<file path="config.mk">
export PLATFORM = sky130hd
export DESIGN_NAME = guard_unit
export DESIGN_NICKNAME = d
export VERILOG_FILES = /design/src/rtl/guard_pkg.sv /design/src/rtl/guard_fence.sv /design/src/rtl/guard_priv.sv /design/src/rtl/guard_timer.sv /design/src/rtl/guard_unit.sv
export SDC_FILE = /design/constraint.sdc
export NUM_CORES = 1
export LEC_CHECK = 0
export CAP_MARGIN = 20
export CORE_ASPECT_RATIO = 1.2
export CORE_UTILIZATION = 44
export DETAILED_ROUTE_END_ITERATION = 6
export PLACE_DENSITY = 0.95
export SYNTH_ARGS = -nofsm -noshare
export SYNTH_HDL_FRONTEND = slang
export SYNTH_HIERARCHICAL = 1
export SYNTH_SLANG_ARGS = --single-unit
</file>
<file path="constraint.sdc">
create_clock -name clk -period 4.6 [get_ports clk]
set_input_delay 0.69 -clock clk [delete_from_list [all_inputs] [get_ports clk]]
set_output_delay 0.69 -clock clk [all_outputs]
set_load 0.05 [all_outputs]
</file>
<file path="src/rtl/guard_pkg.sv">
package guard_pkg;

    typedef struct packed {
        logic mem_viol;
        logic priv_viol;
        logic tmr_hit;
    } flags_t;

    localparam flags_t FLAGS_NONE = '{mem_viol: 1'b0, priv_viol: 1'b0, tmr_hit: 1'b0};

endpackage

</file>
<file path="src/rtl/guard_fence.sv">
module guard_fence #(
    parameter int ADDR_W    = 16,
    parameter int RST_FENCE = 4000
) (
    input  logic              clk,
    input  logic              rst_n,
    input  logic              wr_ok,
    input  logic [ADDR_W-1:0] wr_val,
    input  logic              chk,
    input  logic              user,
    input  logic [ADDR_W-1:0] addr,
    output logic              block_o,
    output logic [ADDR_W-1:0] fence_o
);
    localparam logic [ADDR_W-1:0] FENCE_INIT = ADDR_W'(RST_FENCE);

    typedef struct packed {
        logic [ADDR_W-1:0] fence;
    } fence_st_t;

    fence_st_t st_d, st_q;
    logic      below;

    always_comb begin
        st_d = st_q;
        if (wr_ok) begin
            st_d.fence = wr_val;
        end
    end

    always_ff @(posedge clk or negedge rst_n) begin
        if (!rst_n) begin
            st_q.fence <= FENCE_INIT;
        end else begin
            st_q <= st_d;
        end
    end

    assign below   = addr < st_q.fence;
    assign block_o = chk & user & below;
    assign fence_o = st_q.fence;

    AST_FENCE_LOAD: assert property (@(posedge clk) disable iff (!rst_n)
        wr_ok |=> fence_o == $past(wr_val));

    AST_FENCE_AT_OR_ABOVE_PASSES: assert property (@(posedge clk) disable iff (!rst_n)
        (addr >= fence_o) |-> !block_o);

endmodule

</file>
<file path="src/rtl/guard_priv.sv">
module guard_priv #(
    parameter int OP_W         = 8,
    parameter int LAST_OPEN_OP = 59
) (
    input  logic            op_chk,
    input  logic [OP_W-1:0] op,
    input  logic            user,
    input  logic            wr_try,
    output logic            viol_o
);
    localparam logic [OP_W-1:0] OPEN_MAX = OP_W'(LAST_OPEN_OP);

    logic priv_op;
    logic bad_op;

    always_comb begin
        priv_op = op > OPEN_MAX;
        bad_op  = op_chk & priv_op;
        viol_o  = user & (bad_op | wr_try);
    end

endmodule

</file>
<file path="src/rtl/guard_timer.sv">
module guard_timer #(
    parameter int TMR_W = 16
) (
    input  logic             clk,
    input  logic             rst_n,
    input  logic             ld,
    input  logic [TMR_W-1:0] ld_val,
    output logic [TMR_W-1:0] cnt_o,
    output logic             expire_o
);
    localparam logic [TMR_W-1:0] ONE  = TMR_W'(1);
    localparam logic [TMR_W-1:0] ZERO = '0;

    typedef struct packed {
        logic [TMR_W-1:0] cnt;
    } tmr_st_t;

    tmr_st_t st_d, st_q;

    always_comb begin
        st_d     = st_q;
        expire_o = 1'b0;
        if (ld) begin
            st_d.cnt = ld_val;
        end else if (st_q.cnt != ZERO) begin
            st_d.cnt = st_q.cnt - ONE;
            expire_o = (st_q.cnt == ONE);
        end
    end

    always_ff @(posedge clk or negedge rst_n) begin
        if (!rst_n) begin
            st_q.cnt <= ZERO;
        end else begin
            st_q <= st_d;
        end
    end

    assign cnt_o = st_q.cnt;

    AST_TMR_HOLD_ZERO: assert property (@(posedge clk) disable iff (!rst_n)
        (cnt_o == ZERO && !ld) |=> cnt_o == ZERO);

    AST_TMR_STEP: assert property (@(posedge clk) disable iff (!rst_n)
        (cnt_o != ZERO && !ld) |=> cnt_o == $past(cnt_o) - ONE);

    AST_TMR_LOAD: assert property (@(posedge clk) disable iff (!rst_n)
        ld |=> cnt_o == $past(ld_val));

endmodule

</file>
<file path="src/rtl/guard_unit.sv">
module guard_unit
    import guard_pkg::*;
#(
    parameter int ADDR_W       = 16,
    parameter int RST_FENCE    = 4000,
    parameter int OP_W         = 8,
    parameter int LAST_OPEN_OP = 59,
    parameter int TMR_W        = 16
) (
    input  logic              clk,
    input  logic              rst_n,
    input  logic              mode_we_i,
    input  logic              mode_wdata_i,
    input  logic              enter_sup_i,
    input  logic              fence_we_i,
    input  logic [ADDR_W-1:0] fence_wdata_i,
    input  logic              tmr_we_i,
    input  logic [TMR_W-1:0]  tmr_wdata_i,
    input  logic              mem_chk_i,
    input  logic [ADDR_W-1:0] mar_i,
    input  logic              op_chk_i,
    input  logic [OP_W-1:0]   op_i,
    input  logic              clr_flags_i,
    output logic              inhibit_o,
    output logic              mem_viol_o,
    output logic              priv_viol_o,
    output logic              tmr_flag_o,
    output logic              mode_o,
    output logic [ADDR_W-1:0] fence_o,
    output logic [TMR_W-1:0]  tmr_cnt_o
);
    localparam logic [OP_W-1:0]  OPEN_MAX = OP_W'(LAST_OPEN_OP);
    localparam logic [TMR_W-1:0] TMR_ONE  = TMR_W'(1);

    typedef struct packed {
        logic   mode;
        flags_t flg;
    } unit_st_t;

    unit_st_t st_d, st_q;

    logic sup;
    logic user;
    logic wr_try;
    logic fence_block;
    logic priv_hit;
    logic tmr_exp;

    assign sup    = st_q.mode;
    assign user   = ~st_q.mode;
    assign wr_try = fence_we_i | tmr_we_i | mode_we_i;

    guard_fence #(
        .ADDR_W    (ADDR_W),
        .RST_FENCE (RST_FENCE)
    ) i_fence (
        .clk     (clk),
        .rst_n   (rst_n),
        .wr_ok   (fence_we_i & sup),
        .wr_val  (fence_wdata_i),
        .chk     (mem_chk_i),
        .user    (user),
        .addr    (mar_i),
        .block_o (fence_block),
        .fence_o (fence_o)
    );

    guard_priv #(
        .OP_W         (OP_W),
        .LAST_OPEN_OP (LAST_OPEN_OP)
    ) i_priv (
        .op_chk (op_chk_i),
        .op     (op_i),
        .user   (user),
        .wr_try (wr_try),
        .viol_o (priv_hit)
    );

    guard_timer #(
        .TMR_W (TMR_W)
    ) i_timer (
        .clk      (clk),
        .rst_n    (rst_n),
        .ld       (tmr_we_i & sup),
        .ld_val   (tmr_wdata_i),
        .cnt_o    (tmr_cnt_o),
        .expire_o (tmr_exp)
    );

    always_comb begin
        st_d = st_q;
        if (clr_flags_i) begin
            st_d.flg = FLAGS_NONE;
        end
        if (fence_block) begin
            st_d.flg.mem_viol = 1'b1;
        end
        if (priv_hit) begin
            st_d.flg.priv_viol = 1'b1;
        end
        if (tmr_exp) begin
            st_d.flg.tmr_hit = 1'b1;
        end
        if (mode_we_i && sup) begin
            st_d.mode = mode_wdata_i;
        end
        if (enter_sup_i) begin
            st_d.mode = 1'b1;
        end
    end

    always_ff @(posedge clk or negedge rst_n) begin
        if (!rst_n) begin
            st_q.mode <= 1'b1;
            st_q.flg  <= FLAGS_NONE;
        end else begin
            st_q <= st_d;
        end
    end

    assign inhibit_o   = fence_block;
    assign mem_viol_o  = st_q.flg.mem_viol;
    assign priv_viol_o = st_q.flg.priv_viol;
    assign tmr_flag_o  = st_q.flg.tmr_hit;
    assign mode_o      = st_q.mode;

    AST_BLOCK_SETS_MV: assert property (@(posedge clk) disable iff (!rst_n)
        inhibit_o |=> mem_viol_o);

    AST_SUP_NO_BLOCK: assert property (@(posedge clk) disable iff (!rst_n)
        mode_o |-> !inhibit_o);

    AST_PRIV_OPCODE: assert property (@(posedge clk) disable iff (!rst_n)
        (op_chk_i && !mode_o && op_i > OPEN_MAX) |=> priv_viol_o);

    AST_USER_WRITE_TRAPS: assert property (@(posedge clk) disable iff (!rst_n)
        (!mode_o && (fence_we_i || tmr_we_i || mode_we_i)) |=> priv_viol_o);

    AST_USER_FENCE_HELD: assert property (@(posedge clk) disable iff (!rst_n)
        (!mode_o && fence_we_i) |=> $stable(fence_o));

    AST_STICKY_MV: assert property (@(posedge clk) disable iff (!rst_n)
        (mem_viol_o && !clr_flags_i) |=> mem_viol_o);

    AST_STICKY_PV: assert property (@(posedge clk) disable iff (!rst_n)
        (priv_viol_o && !clr_flags_i) |=> priv_viol_o);

    AST_ENTER_SUP: assert property (@(posedge clk) disable iff (!rst_n)
        enter_sup_i |=> mode_o);

    AST_TMR_FLAG: assert property (@(posedge clk) disable iff (!rst_n)
        (tmr_cnt_o == TMR_ONE && !(tmr_we_i && mode_o)) |=> tmr_flag_o);

endmodule

</file>
# Word-level counts from Yosys, hierarchy flattened
# Cells that the tools add are included.
[op_classes]
add_sub_neg = 1
n_lt_le_gt_ge = 2
n_eq_ne = 1
mux = 10
bitwise = 10
reduce_logical = 7
[op_table]
columns = ["op", "count"]
rows = [
  ["16-bit two-way mux", 2],
  ["16-bit by 1-bit == test with 1-bit output (second input constant)", 1],
  ["16-bit less-than comparator", 1],
  ["16-bit nonzero test", 1],
  ["16-bit by 1-bit subtractor with 16-bit output (second input constant)", 1],
  ["2-bit nonzero test", 5],
  ["8-bit by 6-bit greater-than comparator with 1-bit output (second input constant)", 1],
  ["1-bit two-way mux", 7],
  ["1-bit bitwise AND", 6],
  ["3-bit two-way mux", 1],
  ["1-bit bitwise OR", 3],
  ["1-bit logical AND", 1],
  ["1-bit NOT", 1],
]
[word_totals]
reg_bits = 36
inputBits = 66
output_inout_bits = 37
word_cells = 37

# Logic depth before layout (Yosys ltp)
# Gate-level depths: netlist of the first run.
[depth]
word_depth = 5
mapped_depth = 8
ltp_nobuf = 7

# Modules after synthesis
# Netlist of the first run, hierarchy kept.
[modules_own_cells]
columns = ["module", "n_inst", "cells_each", "area_each_um2", "seq_area_each_um2"]
rows = [
  ["guard_timer", 1, 106, 972.2, 400.4],
  ["guard_fence", 1, 100, 949.7, 407.9],
  ["guard_unit", 1, 14, 165.2, 101.3],
  ["guard_priv", 1, 4, 26.3, 0.0],
]

# Worst setup path after synthesis of the first run
# No wires, ideal clock.
[synth_path]
path_kind = "reg-to-output"
from = "register i_fence.st_q, in the netlist i_fence/fence_o[9]"
to = "output port inhibit_o"
t_arrival_ps = 2454
required_ps = 3910
setup_slack_ps = 1456
path_stages_with_launch = 7
path_buffers = 0
cell_sequence = "dfstp_2 > inv_1 > ha_1 > a21o_1 > a21o_1 > a221o_1 > a211oi_2"
[synth_via]
elab_chain_len = 2
[synth_lines]
columns = ["element", "line_no", "source"]
rows = [
  ["start: declaration", "guard_fence.sv:21", "fence_st_t st_d, st_q;"],
  ["start signal: assignment", "guard_fence.sv:35", "st_q <= st_d;"],
  ["16-bit less-than comparator", "guard_fence.sv:39", "assign below = addr < st_q.fence;"],
  ["1-bit bitwise AND", "guard_fence.sv:40", "assign block_o = chk & user & below;"],
  ["end: declaration", "guard_unit.sv:24", "output logic inhibit_o,"],
]
# No other way between the ends.

# Worst setup path in the final report of the first run
[layout_path]
from = "input port mar_i[9]"
to = "output port inhibit_o"
[layout_via]
elab_chain_len = 2
[layout_lines]
columns = ["element", "line_no", "source"]
rows = [
  ["start: declaration", "guard_unit.sv:20", "input logic [ADDR_W-1:0] mar_i,"],
  ["16-bit less-than comparator", "guard_fence.sv:39", ""],
  ["1-bit bitwise AND", "guard_fence.sv:40", ""],
]
# No other way between the ends.

==> results of run 1 <==
==> path summary, 6_finish.rpt <==
| kind | startpoint | end | slack [ns] | cells past startpoint |
|---|---|---|---|---|
| min reg2reg | tmr_flag_o$_DFFE_PN0P_ | tmr_flag_o$_DFFE_PN0P_ | 0.49 | 1 |
| max | mar_i[9] | inhibit_o | 0.62 | 7 |
| max in group asynchronous | rst_n | i_timer/cnt_o[2]$_DFFE_PN0P_ | 3.59 | 1 |
| min | rst_n | i_fence/fence_o[13]$_DFFE_PN0P_ | 0.49 | 1 |
| max reg2reg | i_timer/cnt_o[0]$_DFFE_PN0P_ | i_timer/cnt_o[13]$_DFFE_PN0P_ | 2.12 | 7 |
| min in group clk | tmr_flag_o$_DFFE_PN0P_ | tmr_flag_o$_DFFE_PN0P_ | 0.49 | 1 |
==> cells in the mapped netlist, types with 2 or more instances <==
| cell type | n | area share [%] |
|---|---|---|
| dfrtp_1 | 29 | 34 |
| nand2_1 | 24 | 4.3 |
| o21ai_0 | 24 | 5.7 |
| inv_1 | 22 | 3.9 |
| ha_1 | 17 | 10 |
| a21oi_1 | 12 | 2.8 |
| nor2_1 | 10 | 1.8 |
| a21o_1 | 8 | 2.8 |
| dfstp_2 | 7 | 8.7 |
| clkbuf_1 | 4 | 0.71 |
| nor3_1 | 4 | 0.95 |
| xnor2_1 | 4 | 1.7 |
| buf_2 | 3 | 0.71 |
| nand3_1 | 3 | 0.71 |
| a211oi_1 | 2 | 0.71 |
| a211oi_2 | 2 | 1.2 |
| a221o_1 | 2 | 0.95 |
| a311oi_1 | 2 | 0.83 |
| and2_1 | 2 | 0.59 |
| and3_1 | 2 | 0.59 |
| and4_1 | 2 | 0.83 |
| nand2b_1 | 2 | 0.59 |
| nor2b_1 | 2 | 0.59 |
| nor4_1 | 2 | 0.59 |
| nor4b_1 | 2 | 0.83 |
| o21a_1 | 2 | 0.71 |
| o311ai_0 | 2 | 0.83 |
| o31ai_1 | 2 | 0.71 |
| or3_1 | 2 | 0.59 |
==> sequential cells by signal (all words and copies together) (netlist names) <==
name / count
mem_viol_o: 1
i_fence/fence_o: 16
i_timer/cnt_o: 16
priv_viol_o: 1
tmr_flag_o: 1
mode_o: 1
==> worst max-delay path, stage by stage <==
cell	delay, ns
clkdlybuf4s50_1	0.43
ha_1	0.31
a21o_1	0.19
a21o_1	0.17
a221o_1	0.30
a211oi_2	0.32
clkdlybuf4s50_1	0.88
==> logic make-up (layout without fill, tap and decap cells) <==
kind of cell / Yosys count / count (layout)
and+or+nand+nor: 68 / 68
adders and majority gates: 17 / 17
AOI/OAI and AO/OA: 66 / 66
muxes: 1 / 1
DFF: 36 / 36
xor gates and xnor gates: 5 / 5
buffers and inverters: 31 / 131
==> stage by stage <==
stage / worst slack [ns] / total power [mW] / instance area [µm²] / utilization, % / hold WS, ns
6_report: 0.6249 / 1.069 / 3222 / 70.13 / 0.4866
5_1_grt: 0.5849 / 1.127 / 3222 / 70.13 / 0.5004
4_1_cts: 0.6344 / 1.078 / 3222 / 70.13 / 0.4880
3_5_place_dp: 0.6399 / 0.8584 / 3141 / 68.36 / 0.4721
3_3_place_gp: 0.7011 / 0.8457 / 3141 / 68.36 / 0.4616
2_1_floorplan: 1.456 / 0.6752 / 2113 / - / 0.3944
==> power groups by stage <==
stage	combinational [mW]	clock, mW	sequential [mW]
finish	0.445	0.215	0.409
detailed placement	0.445	0	0.413
global placement	0.435	0	0.411
global route	0.475	0.238	0.414
CTS	0.447	0.223	0.408
floorplan	0.116	0	0.559
==> per-layer routing <==
metal / share of wire [%] / vias up
met5: 0 / -
met4: 1.6 / 0
met3: 7.9 / 12
met2: 52 / 93
met1: 39 / 944
li1: - / 995
==> final cells by class <==
cell class              count  area share (%)
clock buffers               7           2.369
clock inverters             1          0.1553
inverters                  23           2.680
multi-input cells         157           33.40
flip-flops and latches     36           28.23
well taps                  58           2.252
repair buffers            100           30.91
==> metrics, run 1 <==
status completed; max_slew headroom 38.52%; Core Rows 27; CP endpoint kind output pin; Core Area between 4000 and 5000 µm²; leak pwr ~1.4 nW; die width 65.27 µm; HPWL Detailed 4528 µm; maximum vdd drop about 0.28 mV; per-cell routed wire length 15.23 µm; combinational family with the most area after synthesis compound AO/OA/AOI/OAI gates; NetSw 418.4 µW; CTS H-tree lvls 2; Internal between 600 and 700 µW; Worst Max-Slew Pin Slew 0.9221 ns; Synth Cell Area 2113 µm²; drt pass-1 iters 4; number of remaining DRC errors 0; Clock Skew approximately 0.011 ns; Setup Fix Bufs, Post-CTS 0; Global Route Usage Sum 23.48%; layout cells sized above 1 about 7.4%; grt total ovfl 0; clock latency at the later pin of the worst-skew pair 0.28 ns; Starting Density 46.00%; input/output buffers 100; most common cell after layout, fill and taps aside clkdlybuf4s50_1; Clock power frac 20.1%; Logic pwr share 41.6%; GRT met3 Usage 5.882%; CTS tree done; DR vias 2044; final non-filler cell total roughly 380; Seq/Total Area, Yosys 43.04%; drt via density about 5.4; commonest cells after routing, fill and taps aside 99 x clkdlybuf4s50_1, 29 x dfrtp_1, 24 x nand2_1, 24 x o21ai_0, 22 x inv_1; P&R area growth vs syn 52.46%; Worst-path clk slew 0.08 ns; final worst path period need between 3 and 4 ns; max cap viols 0; Critical Path Start Type primary input; Cell Pwr Density 331.7 nW/µm²; Data arrival, critical path 3.29 ns; kind of critical path primary input to output pin; multi-input gate area in the final layout 1076 µm²; die area approximately 5100 µm²; average size of a mapped cell 9.434 µm²; clock sinks 36; Synth async-reset ratio 100.0%; mux contribution to synthesized area 0.5329%; CTS Root Cell clkbuf_8; Cell variety after synth 52; CTS max path bufs 2; die height 77.92 µm; initial antenna violation count 0; hold_buf cts 0; largest net degree at the start of global routing 37; Layout Nets between 400 and 500; largest fanout on the critical path 2; total CTS buffers 5; RSZ-0062 raised after global routing no; GP Congestion ~0.78; vias in the first global route about 2000; CP required 3.91 ns; Fillers 357; Synth Area in Compound Gates between 20% and 30%; detailed-route wire length ~5800 µm; Diodes inserted 0; CTS-repair resized insts 0; ys flop type dfrtp_1; xor/xnor share of the synthesized area 2.072%; met2 Usage GRT a little over two fifths; Max Slew Vio Count 0; Sequential Area 909.6 µm²; Flop pwr share 38.2%; post-synthesis simple-gate area fraction 18.06%; synth warn 6; Sw Share 39.16%; Post-Route Setup TNS 0 ns; cells after synthesis 224; Synth Area in Adders 10.07%; met1 GRT Util 27.07%; I/O pins 103; DRT iter0 DRCs 64; Post-synth EDFFs 0; Hold Vio Cnt, Final 0; setup violators final 0; Syn Nets 307; GRT Max-Usage Layer met2; Worst Hold Class primary input to asynchronous set/reset pin; Antenna Violating Nets Remaining 0; Final Cycle Share 86.42%; Synth Register Bits 36; highest clock rate 251.6 MHz; Cells after DPL between 300 and 400; first-pass GRT wire length 9183 µm
Note: power is estimated with default switching activity, not from simulation.
==> run 2: changes to the inputs <==
--- a/config.mk
+++ b/config.mk
@@ -6,10 +6,10 @@
 export NUM_CORES = 1
 export LEC_CHECK = 0
 export CAP_MARGIN = 20
-export CORE_ASPECT_RATIO = 1.2
-export CORE_UTILIZATION = 44
+export CORE_ASPECT_RATIO = 0.6
+export CORE_UTILIZATION = 41
 export DETAILED_ROUTE_END_ITERATION = 6
-export PLACE_DENSITY = 0.95
+export PLACE_DENSITY = 0.92
 export SYNTH_ARGS = -nofsm -noshare
 export SYNTH_HDL_FRONTEND = slang
 export SYNTH_HIERARCHICAL = 1
==> constraint.sdc (replaced) <==
create_clock -name clk -period 4 [get_ports clk]
set_input_delay 0.6 -clock clk [delete_from_list [all_inputs] [get_ports clk]]
set_output_delay 0.6 -clock clk [all_outputs]
set_load 0.05 [all_outputs]
==> metrics, run 2 (synthesis results as in run 1) <==
Post-Route Setup TNS 0 ns (unchanged); initial antenna violation count 0 (unchanged); Critical Path Start Type primary input; Setup Fix Bufs, Post-CTS 0 (unchanged); commonest cells after routing, fill and taps aside 99 x clkdlybuf4s50_1, 29 x dfrtp_1, 24 x nand2_1, 24 x o21ai_0, 22 x inv_1; number of remaining DRC errors 0 (unchanged); Tot Pwr 1.278 mW (+20%); layout cells sized above 1 8.282% (+0.87 points); critical-path cell list clkdlybuf4s50_1 > ha_1 > a21oi_1 > o21ai_0 > a221o_1 > a211oi_2 > buf_4; max incr delay on CP 0.40 ns (-0.48 ns); input/output buffers 100 (unchanged); Internal 784.3 µW (+21%); status completed; Cell Pwr Density 391.5 nW/µm² (+18%); Core Rows 19 (-30%); Logic pwr share 40.5% (-1.1 points); clock sinks 36 (unchanged); kind of critical path primary input to output pin; hold_ws 0.4817 ns (-0.004893 ns); cell family with most CP delay compound AO/OA/AOI/OAI gates; clock latency at the later pin of the worst-skew pair 0.29 ns (about the same); CTS H-tree lvls 2 (unchanged); GP Congestion 0.8109 (+4.1%); CP endpoint kind output pin; DR vias 2053 (+0.44%); NetSw 493.5 µW (+18%); total CTS buffers 5 (unchanged); leak pwr 1.404 nW (+1.5%); RR Endpoint i_timer/cnt_o[13]$_DFFE_PN0P_; grt total ovfl 0 (unchanged); highest clock rate 323.4 MHz; die height 57.61 µm (-26%); CTS max path bufs 2 (unchanged); Hold Vio Cnt, Final 0 (unchanged); maximum vdd drop 0.2609 mV (-8.1%); max cap viols 0 (unchanged); worst reg2reg path startpoint i_timer/cnt_o[0]$_DFFE_PN0P_; Sw Share 38.62% (-0.53 points); Diodes inserted 0 (unchanged); Flop pwr share 36.9% (-1.3 points); reg2reg path depth 7 (unchanged); RSZ-0062 raised after global routing no; I/O pins 103 (unchanged); Max Slew Vio Count 0 (unchanged); CP max-delay cell clkdlybuf4s50_1; Antenna Violating Nets Remaining 0 (unchanged); DRT iter0 DRCs 75 (+17%); Final Cycle Share 77.31%; CTS tree done; Clock Skew 0.002852 ns (-0.007992 ns); die width 94.69 µm (+45%); Layout Nets 408 (+0.49%); CP required 3.40 ns (-0.51 ns); drt pass-1 iters 4 (unchanged); Fillers 368 (+3.1%); Hold Crit Start tmr_flag_o$_DFFE_PN0P_; die area 5455 µm² (+7.3%); Global Route Usage Sum 23.66% (+0.18 points); vias in the first global route 1974 (-1.5%); Data arrival, critical path 2.49 ns (-0.80 ns); Layout Utilization 68.66% (-1.5 points); P&R area growth vs syn 54.47%; Worst-path clk slew 0.07 ns (about the same); reg-to-reg setup timing slack 1.37 ns (-0.75 ns); Core Area 4755 µm² (+3.5%); hold_buf cts 0 (unchanged); largest fanout on the critical path 3 (+1); final worst path period need between 3 and 4 ns; worst path bufs/invs 2 (unchanged); setup violators final 0 (unchanged); most common cell after layout, fill and taps aside clkdlybuf4s50_1; largest net degree at the start of global routing 37 (unchanged); detailed-route wire length 6110 µm (+5.0%); CP Launch Point mar_i[7]; per-cell routed wire length 15.71 µm (+3.1%); Worst Max-Slew Pin Slew 0.6781 ns (-0.2441 ns); max_slew headroom 54.52% (+16 points); CTS Root Cell clkbuf_8; HPWL Detailed 4841 µm (+6.9%); Starting Density 44.45% (-1.5 points); CTS-repair resized insts 0 (unchanged); drt via density 5.278 (-1.4%); Worst Hold Class register to register; Hold Crit Depth 1; Clock power frac 22.7% (+2.6 points); first-pass GRT wire length 9604 µm (+4.6%); worst-case hold path end point tmr_flag_o$_DFFE_PN0P_
[run 2: worst max path at each step]
| stage | end | slack, ns | depth (start not counted) |
|---|---|---|---|
| floorplan | inhibit_o | 0.95 | 6 |
| finish | inhibit_o | 0.91 | 7 |
| global route | inhibit_o | 0.79 | 7 |
| CTS | inhibit_o | 0.93 | 7 |
| detailed placement | inhibit_o | 0.94 | 7 |
| global placement | inhibit_o | 0.95 | 7 |
[run 2: area by class of cell]
cell class / count / area [µm²] / area share (%)
tap: 63 / 78.83 / 2.415
sequential: 36 / 909.6 / 27.87
inverter: 23 / 86.33 / 2.645
timing repair buffer: 102 / 1013 / 31.05
multi-input combinational: 157 / 1076 / 32.96
clock buffer: 8 / 100.1 / 3.066
[run 2: metal layers]
metal  up-vias  share of wire [%]  routed length (µm)  global-route usage, %
met3        12                4.2                 256                  5.774
met2        58                 46                2824                  37.51
li1       1003                  -                   -                      -
met1       980                 48                2910                  31.87
met5         -                  0                   0                      0
met4         0                1.9                 119                  8.442
[run 2: power groups by stage]
stage | registers [mW] | clock network [mW] | logic (mW)
floorplan | 0.643 | 0 | 0.134
global placement | 0.473 | 0 | 0.504
detailed placement | 0.476 | 0 | 0.515
CTS | 0.470 | 0.293 | 0.519
global route | 0.478 | 0.311 | 0.550
finish | 0.471 | 0.290 | 0.517
[run 2: metrics by stage]
step                      instances  instance area [µm²]  setup slack (ns)
after floorplan                 224                 2113            0.9458
after global placement          381                 3164            0.9525
after global routing            389                 3264            0.7932
final                           389                 3264            0.9074
after detailed placement        381                 3164            0.9372
after CTS                       389                 3264            0.9326
==> run 3: changes to the inputs <==
--- a/config.mk
+++ b/config.mk
@@ -7,9 +7,9 @@
 export LEC_CHECK = 0
 export CAP_MARGIN = 20
 export CORE_ASPECT_RATIO = 0.6
-export CORE_UTILIZATION = 41
+export CORE_UTILIZATION = 37
 export DETAILED_ROUTE_END_ITERATION = 6
-export PLACE_DENSITY = 0.92
+export PLACE_DENSITY = 0.88
 export SYNTH_ARGS = -nofsm -noshare
 export SYNTH_HDL_FRONTEND = slang
 export SYNTH_HIERARCHICAL = 1
==> constraint.sdc (replaced) <==
create_clock -name clk -period 2.8 [get_ports clk]
set_input_delay 0.42 -clock clk [delete_from_list [all_inputs] [get_ports clk]]
set_output_delay 0.42 -clock clk [all_outputs]
set_load 0.05 [all_outputs]
==> metrics, run 3 (synthesis results as in run 1) <==
Worst Hold Class primary input to asynchronous set/reset pin; DR vias 2013 (-1.9%); drt via density 4.970 (-5.8%); die width 99.57 µm (+5.2%); Fillers 441 (+20%); clock sinks 36 (unchanged); CTS max path bufs 2 (unchanged); maximum vdd drop 0.3188 mV (+22%); commonest cells after routing, fill and taps aside 97 x clkdlybuf4s50_1, 29 x dfrtp_1, 24 x nand2_1; largest net degree at the start of global routing 37 (unchanged); met1 GRT Util 30.90% (-0.97 points); per-cell routed wire length 15.27 µm (-2.8%); Worst Max-Slew Pin Slew 0.8209 ns (+0.1428 ns); CP required 2.38 ns (-1.02 ns); RR Endpoint i_timer/cnt_o[5]$_DFFE_PN0P_; CTS tree done; setup violators final 0 (unchanged); met2 Usage GRT 36.61% (-0.91 points); detailed-route wire length 6184 µm (+1.2%); total CTS buffers 5 (unchanged); reg2reg path depth 7 (unchanged); CTS Root Cell clkbuf_8; CP endpoint inhibit_o; I/O pins 103 (unchanged); DRT iter0 DRCs 73 (-2.7%); highest clock rate 369.3 MHz; worst reg2reg path startpoint i_timer/cnt_o[1]$_DFFE_PN0P_; GRT met3 Usage 4.032% (-1.7 points); Cell Pwr Density 544.2 nW/µm² (+39%); drt pass-1 iters 6 (+2); DP Worst Slack 0.01761 ns (-0.9195 ns); Diodes inserted 0 (unchanged); Internal 1.109 mW (+41%); multi-input gate area in the final layout 1117 µm² (+3.8%); CP Launch Point i_fence/fence_o[9]$_DFFE_PN1P_; max_slew headroom 45.27% (-9.2 points); Critical Path Start Type register; RSZ-0062 raised after global routing no; Antenna Violating Nets Remaining 0 (unchanged); die height 60.54 µm (+5.1%); Final Cycle Share 96.70%; Logic pwr share 41.9% (+1.4 points); Setup Fix Bufs, Post-CTS 0 (unchanged); Core Rows 20 (+1); die area 6028 µm² (+11%); Worst-path clk slew 0.07 ns (about the same); vias in the first global route 2101 (+6.4%); reg-to-reg setup timing slack 0.27 ns (-1.10 ns); Post-Route Setup TNS 0 ns (unchanged); GP Congestion 0.8248 (+1.7%); P&R area growth vs syn 57.96%; layout cells sized above 1 10.37% (+2.1 points); initial antenna violation count 0 (unchanged); Data arrival, critical path 2.29 ns (-0.20 ns); kind of critical path register to output pin; most common cell after layout, fill and taps aside clkdlybuf4s50_1; largest fanout on the critical path 2 (-1); final worst path period need 2.708 ns; Clock power frac 21.0% (-1.7 points); clock latency at the later pin of the worst-skew pair 0.28 ns (about the same); Sequential Area 909.6 µm² (unchanged); hold_ws 0.2259 ns (-0.2558 ns); leak pwr 1.421 nW (+1.2%); Global Route Usage Sum 22.24% (-1.4 points); HPWL Detailed 4908 µm (+1.4%); grt total ovfl 0 (unchanged); GRT Max-Usage Layer met2; worst setup margin 0.09239 ns (-0.8150 ns); Flop pwr share 37.0% (about the same); input/output buffers 100 (unchanged); Layout Nets 410 (+0.49%); Hold Vio Cnt, Final 0 (unchanged); CTS H-tree lvls 2 (unchanged); hold_buf cts 0 (unchanged); max cap viols 0 (unchanged); Tot Pwr 1.817 mW (+42%); NetSw 707.7 µW (+43%); Starting Density 40.02% (-4.4 points); status completed; CP endpoint kind output pin; number of remaining DRC errors 0 (unchanged); Sw Share 38.95% (+0.33 points); Layout Utilization 63.22% (-5.4 points); first-pass GRT wire length 10160 µm (+5.7%); Core Area 5280 µm² (+11%); Max Slew Vio Count 0 (unchanged); Clock Skew 0.006014 ns (+0.003163 ns)
run 3: changes by cell type in the layout (fill, tap and decap cells not counted), moves of 2 or more:
cell and delta:
clkdlybuf4s50_1 -2, a21oi_1 -2, ha_1 -2, a21oi_2 +2, ha_4 +2
run 3: power by group through the flow:
stage | Sequential [mW] | Clock, mW | Combinational (mW)
2_1_floorplan | 0.918 | 0 | 0.193
3_3_place_gp | 0.673 | 0 | 0.732
3_5_place_dp | 0.679 | 0 | 0.748
4_1_cts | 0.670 | 0.398 | 0.755
5_1_grt | 0.682 | 0.415 | 0.816
6_report | 0.672 | 0.382 | 0.762
run 3: how the worst min path moves through the flow:
stage                            startpoint                             end  slack, ns  depth (start not counted)
floorplan                             rst_n  i_fence/fence_o[0]$_DFFE_PN0P_       0.12                          0
global placement     mem_viol_o$_DFFE_PN0P_          mem_viol_o$_DFFE_PN0P_       0.46                          1
detailed placement  priv_viol_o$_DFFE_PN0P_         priv_viol_o$_DFFE_PN0P_       0.48                          1
CTS                                   rst_n   i_timer/cnt_o[12]$_DFFE_PN0P_       0.25                          1
global route                          rst_n   i_timer/cnt_o[12]$_DFFE_PN0P_       0.30                          1
finish                                rst_n   i_timer/cnt_o[14]$_DFFE_PN0P_       0.23                          1
run 3: layout make-up:
| cell class | count | share of cell area [%] |
|---|---|---|
| tap | 77 | 2.886 |
| inverter | 23 | 2.586 |
| timing repair buffer | 104 | 31.11 |
| multi-input combinational | 157 | 33.47 |
| sequential | 36 | 27.25 |
| clock buffer | 8 | 2.699 |
run 3: what timing repair did:
action                                  4_1_cts  5_1_grt
pin swaps                                     3        3
resized for setup                             1        7
endpoints found under the setup margin        1        1
endpoints found under the hold margin         0        0
run 3: critical path, cell delays in order (launching register included):
cell and delay [ns]:
dfstp_2 0.54, inv_2 0.05, ha_4 0.21, a21o_1 0.17, a21o_1 0.16, a221o_1 0.37, a211oi_4 0.34, buf_12 0.18
run 3: metrics by stage:
step	cell area, µm²	std cells
3_3_place_gp	3212	397
5_1_grt	3338	405
2_1_floorplan	2121	224
3_5_place_dp	3212	397
6_report	3338	405
4_1_cts	3314	405
run 3: layer usage:
metal	vias up	routed length, µm	part of all wire [%]
li1	1009	-	-
met1	945	3041	49
met2	55	2791	45
met3	4	303	4.9
met4	0	49	0.79
met5	-	0	0
